==> config.mk <==
export PLATFORM = sky130hd
export DESIGN_NAME = dbgrom_park_seq
export DESIGN_NICKNAME = d
export VERILOG_FILES = /design/src/rtl/dbgrom_pkg.sv /design/src/rtl/dbgrom_decode.sv /design/src/rtl/dbgrom_wordmem.sv /design/src/rtl/dbgrom_park_seq.sv
export SDC_FILE = /design/constraint.sdc
export NUM_CORES = 1
export LEC_CHECK = 0
export BUFFER_PORTS_ARGS = -buffer_cell sky130_fd_sc_hd__clkbuf_2
export CORE_MARGIN = 1.5
export CORE_UTILIZATION = 24
export DETAILED_ROUTE_END_ITERATION = 12
export GPL_TIMING_DRIVEN = 0
export PLACE_DENSITY = 0.48
export SLEW_MARGIN = 20
export SYNTH_ARGS = -nofsm -noshare
export SYNTH_HDL_FRONTEND = slang
export SYNTH_SLANG_ARGS = --single-unit
export TNS_END_PERCENT = 50
==> constraint.sdc <==
create_clock -name clk -period 2 [get_ports clk]
set_input_delay 0.2 -clock clk [delete_from_list [all_inputs] [get_ports clk]]
set_output_delay 0.2 -clock clk [all_outputs]
set_load 0.005 [all_outputs]
==> src/rtl/dbgrom_pkg.sv <==
package dbgrom_pkg;
   localparam logic [31:0] INSN_SELF_LOOP = 32'h0000_006F;
   localparam logic [31:0] INSN_DEBUG_RET = 32'h7B20_0073;

   typedef enum logic [2:0] {
      ERR_NONE        = 3'd0,
      ERR_BUSY        = 3'd1,
      ERR_UNSUPPORTED = 3'd2,
      ERR_EXCEPTION   = 3'd3,
      ERR_HALT_RESUME = 3'd4,
      ERR_OTHER       = 3'd7
   } err_e;

   // window selector, shared by the address decoder and the table write port
   typedef enum logic [1:0] {
      WIN_ENTRY = 2'd0,
      WIN_CODE  = 2'd1,
      WIN_EXC   = 2'd2,
      WIN_PBUF  = 2'd3
   } win_e;
endpackage

==> src/rtl/dbgrom_decode.sv <==
module dbgrom_decode
   import dbgrom_pkg::*;
#(
   parameter int AW         = 12,
   parameter int ENTRY_BASE = 'h000,
   parameter int NUM_HARTS  = 4,
   parameter int CODE_BASE  = 'h100,
   parameter int CODE_WORDS = 2,
   parameter int PBUF_BASE  = 'h200,
   parameter int PBUF_WORDS = 8,
   parameter int EXC_BASE   = 'h300,
   parameter int EXC_WORDS  = 4,
   parameter int IW         = 3
) (
   input  logic [AW-1:0] addr,
   output logic          hit,
   output win_e          win,
   output logic [IW-1:0] idx
);
   localparam logic [31:0] E_LO = 32'(ENTRY_BASE);
   localparam logic [31:0] E_HI = 32'(ENTRY_BASE + 4*NUM_HARTS);
   localparam logic [31:0] C_LO = 32'(CODE_BASE);
   localparam logic [31:0] C_HI = 32'(CODE_BASE + 4*CODE_WORDS);
   localparam logic [31:0] P_LO = 32'(PBUF_BASE);
   localparam logic [31:0] P_HI = 32'(PBUF_BASE + 4*PBUF_WORDS);
   localparam logic [31:0] X_LO = 32'(EXC_BASE);
   localparam logic [31:0] X_HI = 32'(EXC_BASE + 4*EXC_WORDS);

   logic [31:0] a_ext;
   logic        aligned;

   assign a_ext   = 32'(addr);
   assign aligned = (addr[1:0] == 2'b00);

   always_comb begin
      hit = 1'b0;
      win = WIN_ENTRY;
      idx = '0;
      if (aligned) begin
         if (a_ext >= E_LO && a_ext < E_HI) begin
            hit = 1'b1; win = WIN_ENTRY; idx = IW'((a_ext - E_LO) >> 2);
         end else if (a_ext >= C_LO && a_ext < C_HI) begin
            hit = 1'b1; win = WIN_CODE;  idx = IW'((a_ext - C_LO) >> 2);
         end else if (a_ext >= P_LO && a_ext < P_HI) begin
            hit = 1'b1; win = WIN_PBUF;  idx = IW'((a_ext - P_LO) >> 2);
         end else if (a_ext >= X_LO && a_ext < X_HI) begin
            hit = 1'b1; win = WIN_EXC;   idx = IW'((a_ext - X_LO) >> 2);
         end
      end
   end
endmodule

==> src/rtl/dbgrom_wordmem.sv <==
module dbgrom_wordmem #(
   parameter int          WORDS    = 4,
   parameter int          IW       = 2,
   parameter logic [31:0] RST_WORD = 32'h0
) (
   input  logic          clk,
   input  logic          rst_n,
   // port a has priority over port b on every byte
   input  logic          a_we,
   input  logic [IW-1:0] a_idx,
   input  logic [3:0]    a_be,
   input  logic [31:0]   a_data,
   input  logic          b_we,
   input  logic [IW-1:0] b_idx,
   input  logic [3:0]    b_be,
   input  logic [31:0]   b_data,
   output logic [31:0]   words_o [WORDS]
);
   if (WORDS < 1) begin : g_bad_words
      $error("dbgrom_wordmem: WORDS must be at least 1");
   end
   if ((1 << IW) < WORDS) begin : g_bad_iw
      $error("dbgrom_wordmem: IW too narrow for WORDS");
   end

   for (genvar w = 0; w < WORDS; w++) begin : g_word
      logic [31:0] word_q;
      always_ff @(posedge clk or negedge rst_n) begin
         if (!rst_n) begin
            word_q <= RST_WORD;
         end else begin
            for (int b = 0; b < 4; b++) begin
               if (a_we && a_idx == IW'(w) && a_be[b])
                  word_q[8*b +: 8] <= a_data[8*b +: 8];
               else if (b_we && b_idx == IW'(w) && b_be[b])
                  word_q[8*b +: 8] <= b_data[8*b +: 8];
            end
         end
      end
      assign words_o[w] = word_q;
   end

   assert_write_in_range_R9: assert property (@(posedge clk) disable iff (!rst_n)
      (a_we || b_we) |-> ((!a_we || 32'(a_idx) < WORDS) && (!b_we || 32'(b_idx) < WORDS)));
endmodule

==> src/rtl/dbgrom_park_seq.sv <==
module dbgrom_park_seq
   import dbgrom_pkg::*;
#(
   parameter int AW         = 12,
   parameter int NUM_HARTS  = 4,
   parameter int ENTRY_BASE = 'h000,
   parameter int CODE_BASE  = 'h100,
   parameter int CODE_WORDS = 2,
   parameter int PBUF_BASE  = 'h200,
   parameter int PBUF_WORDS = 8,
   parameter int EXC_BASE   = 'h300,
   parameter int EXC_WORDS  = 4,
   localparam int MAX_A     = (NUM_HARTS > CODE_WORDS) ? NUM_HARTS : CODE_WORDS,
   localparam int MAX_B     = (PBUF_WORDS > EXC_WORDS) ? PBUF_WORDS : EXC_WORDS,
   localparam int MAX_W     = (MAX_A > MAX_B) ? MAX_A : MAX_B,
   localparam int IDX_W     = (MAX_W > 1) ? $clog2(MAX_W) : 1,
   localparam int HART_W    = (NUM_HARTS > 1) ? $clog2(NUM_HARTS) : 1
) (
   input  logic                 clk,
   input  logic                 rst_n,
   input  logic                 m_req,
   input  logic                 m_we,
   input  logic [AW-1:0]        m_addr,
   input  logic [3:0]           m_be,
   input  logic [31:0]          m_wdata,
   output logic                 m_rvalid,
   output logic [31:0]          m_rdata,
   output logic                 m_err,
   input  logic [HART_W-1:0]    sel_hart,
   input  logic                 tw_we,
   input  logic [1:0]           tw_win,
   input  logic [IDX_W-1:0]     tw_idx,
   input  logic [31:0]          tw_data,
   input  logic                 nxt_we,
   input  logic [31:0]          nxt_data,
   input  logic                 busy_set,
   input  logic                 cmd_err_valid,
   input  logic [2:0]           cmd_err_code,
   input  logic                 err_clr,
   output logic [NUM_HARTS-1:0] halted,
   output logic                 busy,
   output logic [2:0]           err_code
);
   // ---------------- elaboration checks ----------------
   if (AW < 4 || AW > 24) begin : g_bad_aw
      $error("dbgrom_park_seq: AW out of range");
   end
   if (NUM_HARTS < 1 || CODE_WORDS < 1 || PBUF_WORDS < 1 || EXC_WORDS < 1) begin : g_bad_size
      $error("dbgrom_park_seq: every window needs at least one word");
   end
   if ((ENTRY_BASE | CODE_BASE | PBUF_BASE | EXC_BASE) % 4 != 0) begin : g_bad_align
      $error("dbgrom_park_seq: window bases must be word aligned");
   end
   if (ENTRY_BASE + 4*NUM_HARTS > CODE_BASE || CODE_BASE + 4*CODE_WORDS > PBUF_BASE ||
       PBUF_BASE + 4*PBUF_WORDS > EXC_BASE || EXC_BASE + 4*EXC_WORDS > (1 << AW)) begin : g_bad_map
      $error("dbgrom_park_seq: windows must ascend without overlap inside the address space");
   end

   // ---------------- decode ----------------
   logic             d_hit;
   win_e             d_win;
   logic [IDX_W-1:0] d_idx;

   dbgrom_decode #(
      .AW(AW), .ENTRY_BASE(ENTRY_BASE), .NUM_HARTS(NUM_HARTS),
      .CODE_BASE(CODE_BASE), .CODE_WORDS(CODE_WORDS),
      .PBUF_BASE(PBUF_BASE), .PBUF_WORDS(PBUF_WORDS),
      .EXC_BASE(EXC_BASE), .EXC_WORDS(EXC_WORDS), .IW(IDX_W)
   ) u_decode (
      .addr(m_addr), .hit(d_hit), .win(d_win), .idx(d_idx)
   );

   logic rd_ok, wr_ok, ent_fetch, other_fetch, code_fetch, exc_fetch;
   assign rd_ok       = m_req && !m_we && d_hit;
   assign wr_ok       = m_req &&  m_we && d_hit && (d_win == WIN_PBUF);
   assign ent_fetch   = rd_ok && (d_win == WIN_ENTRY);
   assign other_fetch = rd_ok && (d_win != WIN_ENTRY);
   assign code_fetch  = rd_ok && (d_win == WIN_CODE);
   assign exc_fetch   = rd_ok && (d_win == WIN_EXC);

   // ---------------- storage ----------------
   logic [31:0] ent_w  [NUM_HARTS];
   logic [31:0] code_w [CODE_WORDS];
   logic [31:0] pbuf_w [PBUF_WORDS];
   logic [31:0] exc_w  [EXC_WORDS];

   logic        marker_q;
   logic [31:0] pend_q;
   logic        restore;
   logic [31:0] sel_slot;
   logic        sel_is_loop;
   logic        dret_hit;

   assign sel_slot    = ent_w[sel_hart];
   assign sel_is_loop = (sel_slot == INSN_SELF_LOOP);
   assign restore     = other_fetch && marker_q;
   assign dret_hit    = code_fetch && (code_w[0] == INSN_DEBUG_RET);

   dbgrom_wordmem #(.WORDS(NUM_HARTS), .IW(IDX_W), .RST_WORD(INSN_SELF_LOOP)) u_entry (
      .clk(clk), .rst_n(rst_n),
      .a_we(tw_we && tw_win == WIN_ENTRY), .a_idx(tw_idx), .a_be(4'hF), .a_data(tw_data),
      .b_we(restore), .b_idx(IDX_W'(sel_hart)), .b_be(4'hF), .b_data(pend_q),
      .words_o(ent_w)
   );

   dbgrom_wordmem #(.WORDS(CODE_WORDS), .IW(IDX_W), .RST_WORD(32'h0)) u_code (
      .clk(clk), .rst_n(rst_n),
      .a_we(tw_we && tw_win == WIN_CODE), .a_idx(tw_idx), .a_be(4'hF), .a_data(tw_data),
      .b_we(1'b0), .b_idx('0), .b_be(4'h0), .b_data(32'h0),
      .words_o(code_w)
   );

   dbgrom_wordmem #(.WORDS(PBUF_WORDS), .IW(IDX_W), .RST_WORD(32'h0)) u_pbuf (
      .clk(clk), .rst_n(rst_n),
      .a_we(wr_ok), .a_idx(d_idx), .a_be(m_be), .a_data(m_wdata),
      .b_we(1'b0), .b_idx('0), .b_be(4'h0), .b_data(32'h0),
      .words_o(pbuf_w)
   );

   dbgrom_wordmem #(.WORDS(EXC_WORDS), .IW(IDX_W), .RST_WORD(32'h0)) u_exc (
      .clk(clk), .rst_n(rst_n),
      .a_we(tw_we && tw_win == WIN_EXC), .a_idx(tw_idx), .a_be(4'hF), .a_data(tw_data),
      .b_we(1'b0), .b_idx('0), .b_be(4'h0), .b_data(32'h0),
      .words_o(exc_w)
   );

   // ---------------- read mux and response ----------------
   logic [31:0] rd_mux;
   always_comb begin
      unique case (d_win)
         WIN_ENTRY: rd_mux = ent_w[d_idx];
         WIN_CODE:  rd_mux = code_w[d_idx];
         WIN_PBUF:  rd_mux = pbuf_w[d_idx];
         default:   rd_mux = exc_w[d_idx];
      endcase
   end

   always_ff @(posedge clk or negedge rst_n) begin
      if (!rst_n) begin
         m_rvalid <= 1'b0;
         m_rdata  <= '0;
         m_err    <= 1'b0;
      end else begin
         m_rvalid <= m_req;
         m_rdata  <= rd_ok ? rd_mux : '0;
         m_err    <= m_req && !(rd_ok || wr_ok);
      end
   end

   // ---------------- sequencing state ----------------
   always_ff @(posedge clk or negedge rst_n) begin
      if (!rst_n) begin
         marker_q <= 1'b0;
         pend_q   <= INSN_SELF_LOOP;
      end else begin
         if (restore)                       marker_q <= 1'b0;
         else if (ent_fetch && !sel_is_loop) marker_q <= 1'b1;
         if (nxt_we)       pend_q <= nxt_data;
         else if (restore) pend_q <= INSN_SELF_LOOP;
      end
   end

   always_ff @(posedge clk or negedge rst_n) begin
      if (!rst_n)                                      busy <= 1'b0;
      else if (busy_set)                               busy <= 1'b1;
      else if ((ent_fetch && sel_is_loop) || dret_hit) busy <= 1'b0;
   end

   for (genvar h = 0; h < NUM_HARTS; h++) begin : g_hart
      always_ff @(posedge clk or negedge rst_n) begin
         if (!rst_n)                                         halted[h] <= 1'b0;
         else if (ent_fetch && d_idx == IDX_W'(h))           halted[h] <= 1'b1;
         else if (dret_hit && sel_hart == HART_W'(h))        halted[h] <= 1'b0;
      end
   end

   err_e err_q;
   always_ff @(posedge clk or negedge rst_n) begin
      if (!rst_n)                err_q <= ERR_NONE;
      else if (err_clr)          err_q <= ERR_NONE;
      else if (err_q == ERR_NONE) begin
         if (exc_fetch)          err_q <= ERR_EXCEPTION;
         else if (cmd_err_valid) err_q <= err_e'(cmd_err_code);
      end
   end
   assign err_code = err_q;

   // ---------------- assertions ----------------
   assert_rsp_next_cycle_R2: assert property (@(posedge clk) disable iff (!rst_n)
      m_req |=> m_rvalid);
   assert_entry_halts_R2: assert property (@(posedge clk) disable iff (!rst_n)
      ent_fetch |=> halted[$past(d_idx)]);
   assert_busy_set_wins_R3: assert property (@(posedge clk) disable iff (!rst_n)
      busy_set |=> busy);
   assert_restore_resets_pending_R4: assert property (@(posedge clk) disable iff (!rst_n)
      (restore && !nxt_we) |=> (pend_q == INSN_SELF_LOOP && !marker_q));
   assert_dret_clears_busy_R5: assert property (@(posedge clk) disable iff (!rst_n)
      (dret_hit && !busy_set) |=> !busy);
   assert_err_sticky_R6: assert property (@(posedge clk) disable iff (!rst_n)
      (err_q != ERR_NONE && !err_clr) |=> $stable(err_q));
   assert_bad_access_inert_R8: assert property (@(posedge clk) disable iff (!rst_n)
      (m_req && !rd_ok && !wr_ok && !nxt_we) |=>
         (m_err && $stable(halted) && $stable(marker_q) && $stable(pend_q)));
   assert_halted_quiet_R11: assert property (@(posedge clk) disable iff (!rst_n)
      (!ent_fetch && !dret_hit) |=> $stable(halted));
endmodule

==> out/metrics.yaml <==
final_layout:
  layout_commonest_cell: "sky130_fd_sc_hd__dfrtp_1"
  nFillCells: 13000
  drive_above_1_share: 0.374
  design.final.nets: 2954
  final_core_util: 0.308
  syn2layout_area_growth_pct: 27.1
  post_layout_nonfiller_instances: 4541
  mostFrequentLayoutCells: "sky130_fd_sc_hd__dfrtp_1, sky130_fd_sc_hd__mux2_2, sky130_fd_sc_hd__mux2i_1, sky130_fd_sc_hd__nand2_1, sky130_fd_sc_hd__clkbuf_2"
power_and_ir_drop:
  power-per-cell-area_nw_per_um2: 898
  cellLeakagePower_nw: 18.1
  vdd.ir_drop.worst_v: 0.000601
  power.share.combinational: 0.106
  clock_network_fraction_of_total_power: 0.445
  p_sw_mw: 9.09
  netSwitchingFraction: 0.261
  power.internal_mw: 25.8
  pwr-share-seq: 0.449
  power_mw: 34.9
logic_synthesis:
  post_synth_adder_cell_area: 0
  yosys.area_share.xor_xnor: 0
  synth.mux.area_fraction: 0.234
  ys.flop_type: "sky130_fd_sc_hd__dfrtp_1"
  synthesis.nets: 2629
  netlist-cell-type-count: 68
  synth_compound_gate_area_share: 0.133
  synthesis.yosys.warnings: 0
  synth-seq-cells: 651
  mappedNetlistArea_um2: 30500
  synthesis.area_per_instance_um2: 12.2
  synth_enable_flop_cells: 0
  largest_family_of_logic_cells_by_synthesized_area: "multiplexers"
  post_synth_inst_count: 2498
  async_flop_share: 1.00
  synth-simple-area-share: 0.0704
  seq_area_frac_synth: 0.535
sta:
  fmax_ghz: 0.492
  period_needed_ns: 2.03
  hold_viol_final: 0
  hold-worst-slack_ns: 0.00253
  timing.final.ws_setup_ns: -0.0320
  rsz0062_at_grt: "yes"
  setup_total_negative_slack_ns: -0.0747
  transition_time_at_the_pin_with_the_least_slew_margin_ns: 0.885
  max-slew-margin-rel: 0.410
  setup_viol_count_final: 4
  finalMaxSlewViolations: 0
  finalClockSkew_ns: 0.0321
  crit_share_post_route: 1.02
route:
  dr.first_iter.drc_count: 1373
  detail_route.first_pass.iterations: 5
  routed_wire_length_per_instance_um: 25.0
  via_per_inst: 4.93
  drc: 0
  vias: 22400
  drt_wl_total_um: 114000
  final_antenna_net_count: 0
clocking:
  max-clock-path-buffers: 3
  worst_setup_hold_path_clk_slew_ns: 0.06
  clock_latency_ns: 0.66
  cts_buffers: 80
  clock_tree.htree_level_count: 3
  cts-root-buf: "sky130_fd_sc_hd__clkbuf_16"
  cts_num_sinks: 651
  tritoncts_clock_tree: "yes"
critical_path:
  crit_type: "register to register"
  path_cells: "nor4_1, and4_2, a21oi_1, o41ai_2, buf_4, o22ai_1"
  timing.critical_path.slowest_cell_delay_ns: 0.42
  kind_of_end_point_of_the_critical_path: "register"
  worst-path-max-fanout: 3
  worst_ep_arrival_time_ns: 2.55
  cp-start-kind: "register"
  crit_slowest_cell: "sky130_fd_sc_hd__dfrtp_1"
  required_ns: 2.52
die:
  die_width_um: 360
  row_count: 130
  chipHeight_um: 360
  die_area_um2: 129000
  floorplan.initialDensity: 0.243
  coreArea_um2: 126000
  floorplan.io_pins: 173
placement:
  numPortBuffers: 131
  placed_insts: 4290
  dp_hpwl_um: 86200
  globalplace.congestion: 0.834
grt:
  grt_antenna_before_repair: 8
  global_route_wire_length_before_repair_um: 166000
  grt_remaining_overflow: 0
  grt_pass1_vias: 23000
  grt.total_usage: 0.173
  grt_max_degree: 87
outcome:
  failed_checks: "setup timing"
  outcome: "complete, but fails checks"
job:
  maxCapViolations: 0
min_path:
  hp-class: "primary input to register"
## worst max-delay path, delay by kind of cell, from the launching register on
family	cells	cell delay (ns)
simple gates	2	0.76
compound gates	3	0.55
flops	1	0.42
buf+inv	1	0.18
## power groups by stage
stage | logic (mW) | clock network, mW | registers, mW
2_1_floorplan | 2.08 | 0 | 15.4
3_3_place_gp | 3.24 | 0 | 15.8
3_5_place_dp | 3.37 | 0 | 15.8
4_1_cts | 3.66 | 15.9 | 15.6
5_1_grt | 4.09 | 16.4 | 15.8
6_report | 3.71 | 15.5 | 15.6
## cell usage after synthesis (all sizes together) (28+ instances only)
cell	n	share of area
o2111ai	32	0.0092
a32o	32	0.010
dfrtp	621	0.51
o22ai	59	0.015
mux2i	192	0.063
a31oi	37	0.0076
o21ai	160	0.026
clkbuf	116	0.014
mux2	463	0.17
buf	89	0.013
o221ai	38	0.011
a22oi	33	0.0081
nor2	106	0.016
dfstp	30	0.026
nor4	33	0.0079
nand3	28	0.0066
a22o	30	0.0086
nand2	192	0.024
## final cells by class
type                       count  area (um2)  share of cell area
antenna                        3        7.51            0.000193
buffer                       201        1140              0.0295
clock buffer                 113        2300              0.0592
clock inverter                34         503              0.0130
inverter                      12        45.0             0.00116
multi-input combinational   1630       14400               0.372
sequential                   651       16300               0.421
tap                         1650        2060              0.0532
timing repair buffer         247        1990              0.0512
## sequential cells by signal, indices dropped and copies added, names as in the netlist
name / cells
err_code: 3
u_entry.g_word.word_q: 128
busy: 1
m_rdata: 32
m_rvalid: 1
u_exc.g_word.word_q: 128
marker_q: 1
halted: 4
m_err: 1
u_pbuf.g_word.word_q: 256
pend_q: 32
u_code.g_word.word_q: 64
## cell families (layout without fill, tap and decap cells)
family          count (synthesis)  count (layout)
flops                         651             651
buf+inv                       217             607
other cells                     0               3
compound gates                554             554
simple gates                  421             421
mux                           655             655
## metrics by stage
stage	worst slack (ns)	area [um2]
after CTS	-0.108	38200
after detailed placement	-1.72	33600
after global placement	-15.95	33400
final	-0.0320	38800
after floorplan	-0.105	30600
after global routing	-0.0680	38800
## metal layers
metal  part of all wire  track usage
met1               0.47        0.243
met2               0.44        0.265
met3              0.059       0.0380
met4              0.025       0.0491
met5            0.00033            0
## worst paths after layout
kind                                                end                         start  slack, ns  depth (start not counted)
min                         u_pbuf.g_word[5].word_q[30]                   m_wdata[30]      0.003                          2
min in group asynchronous                    m_rdata[8]                         rst_n       0.13                          3
max in group asynchronous  u_entry.g_word[2].word_q[22]                         rst_n       0.27                          6
max                                            marker_q  u_entry.g_word[2].word_q[27]      -0.03                          6
max reg2reg                                    marker_q  u_entry.g_word[2].word_q[27]      -0.03                          6
min reg2reg                 u_entry.g_word[3].word_q[0]   u_entry.g_word[3].word_q[0]       0.49                          2
## what timing repair did
item                                    in CTS  in global routing
cloned                                       0                  3
hold buffers                                73                  0
endpoints found under the hold margin      357                  0
endpoints found under the setup margin     488                413
resized for setup                          213                138
pin swaps                                   30                 38
buffers inserted                            13                 16
Note: power is estimated with default switching activity, not from simulation.
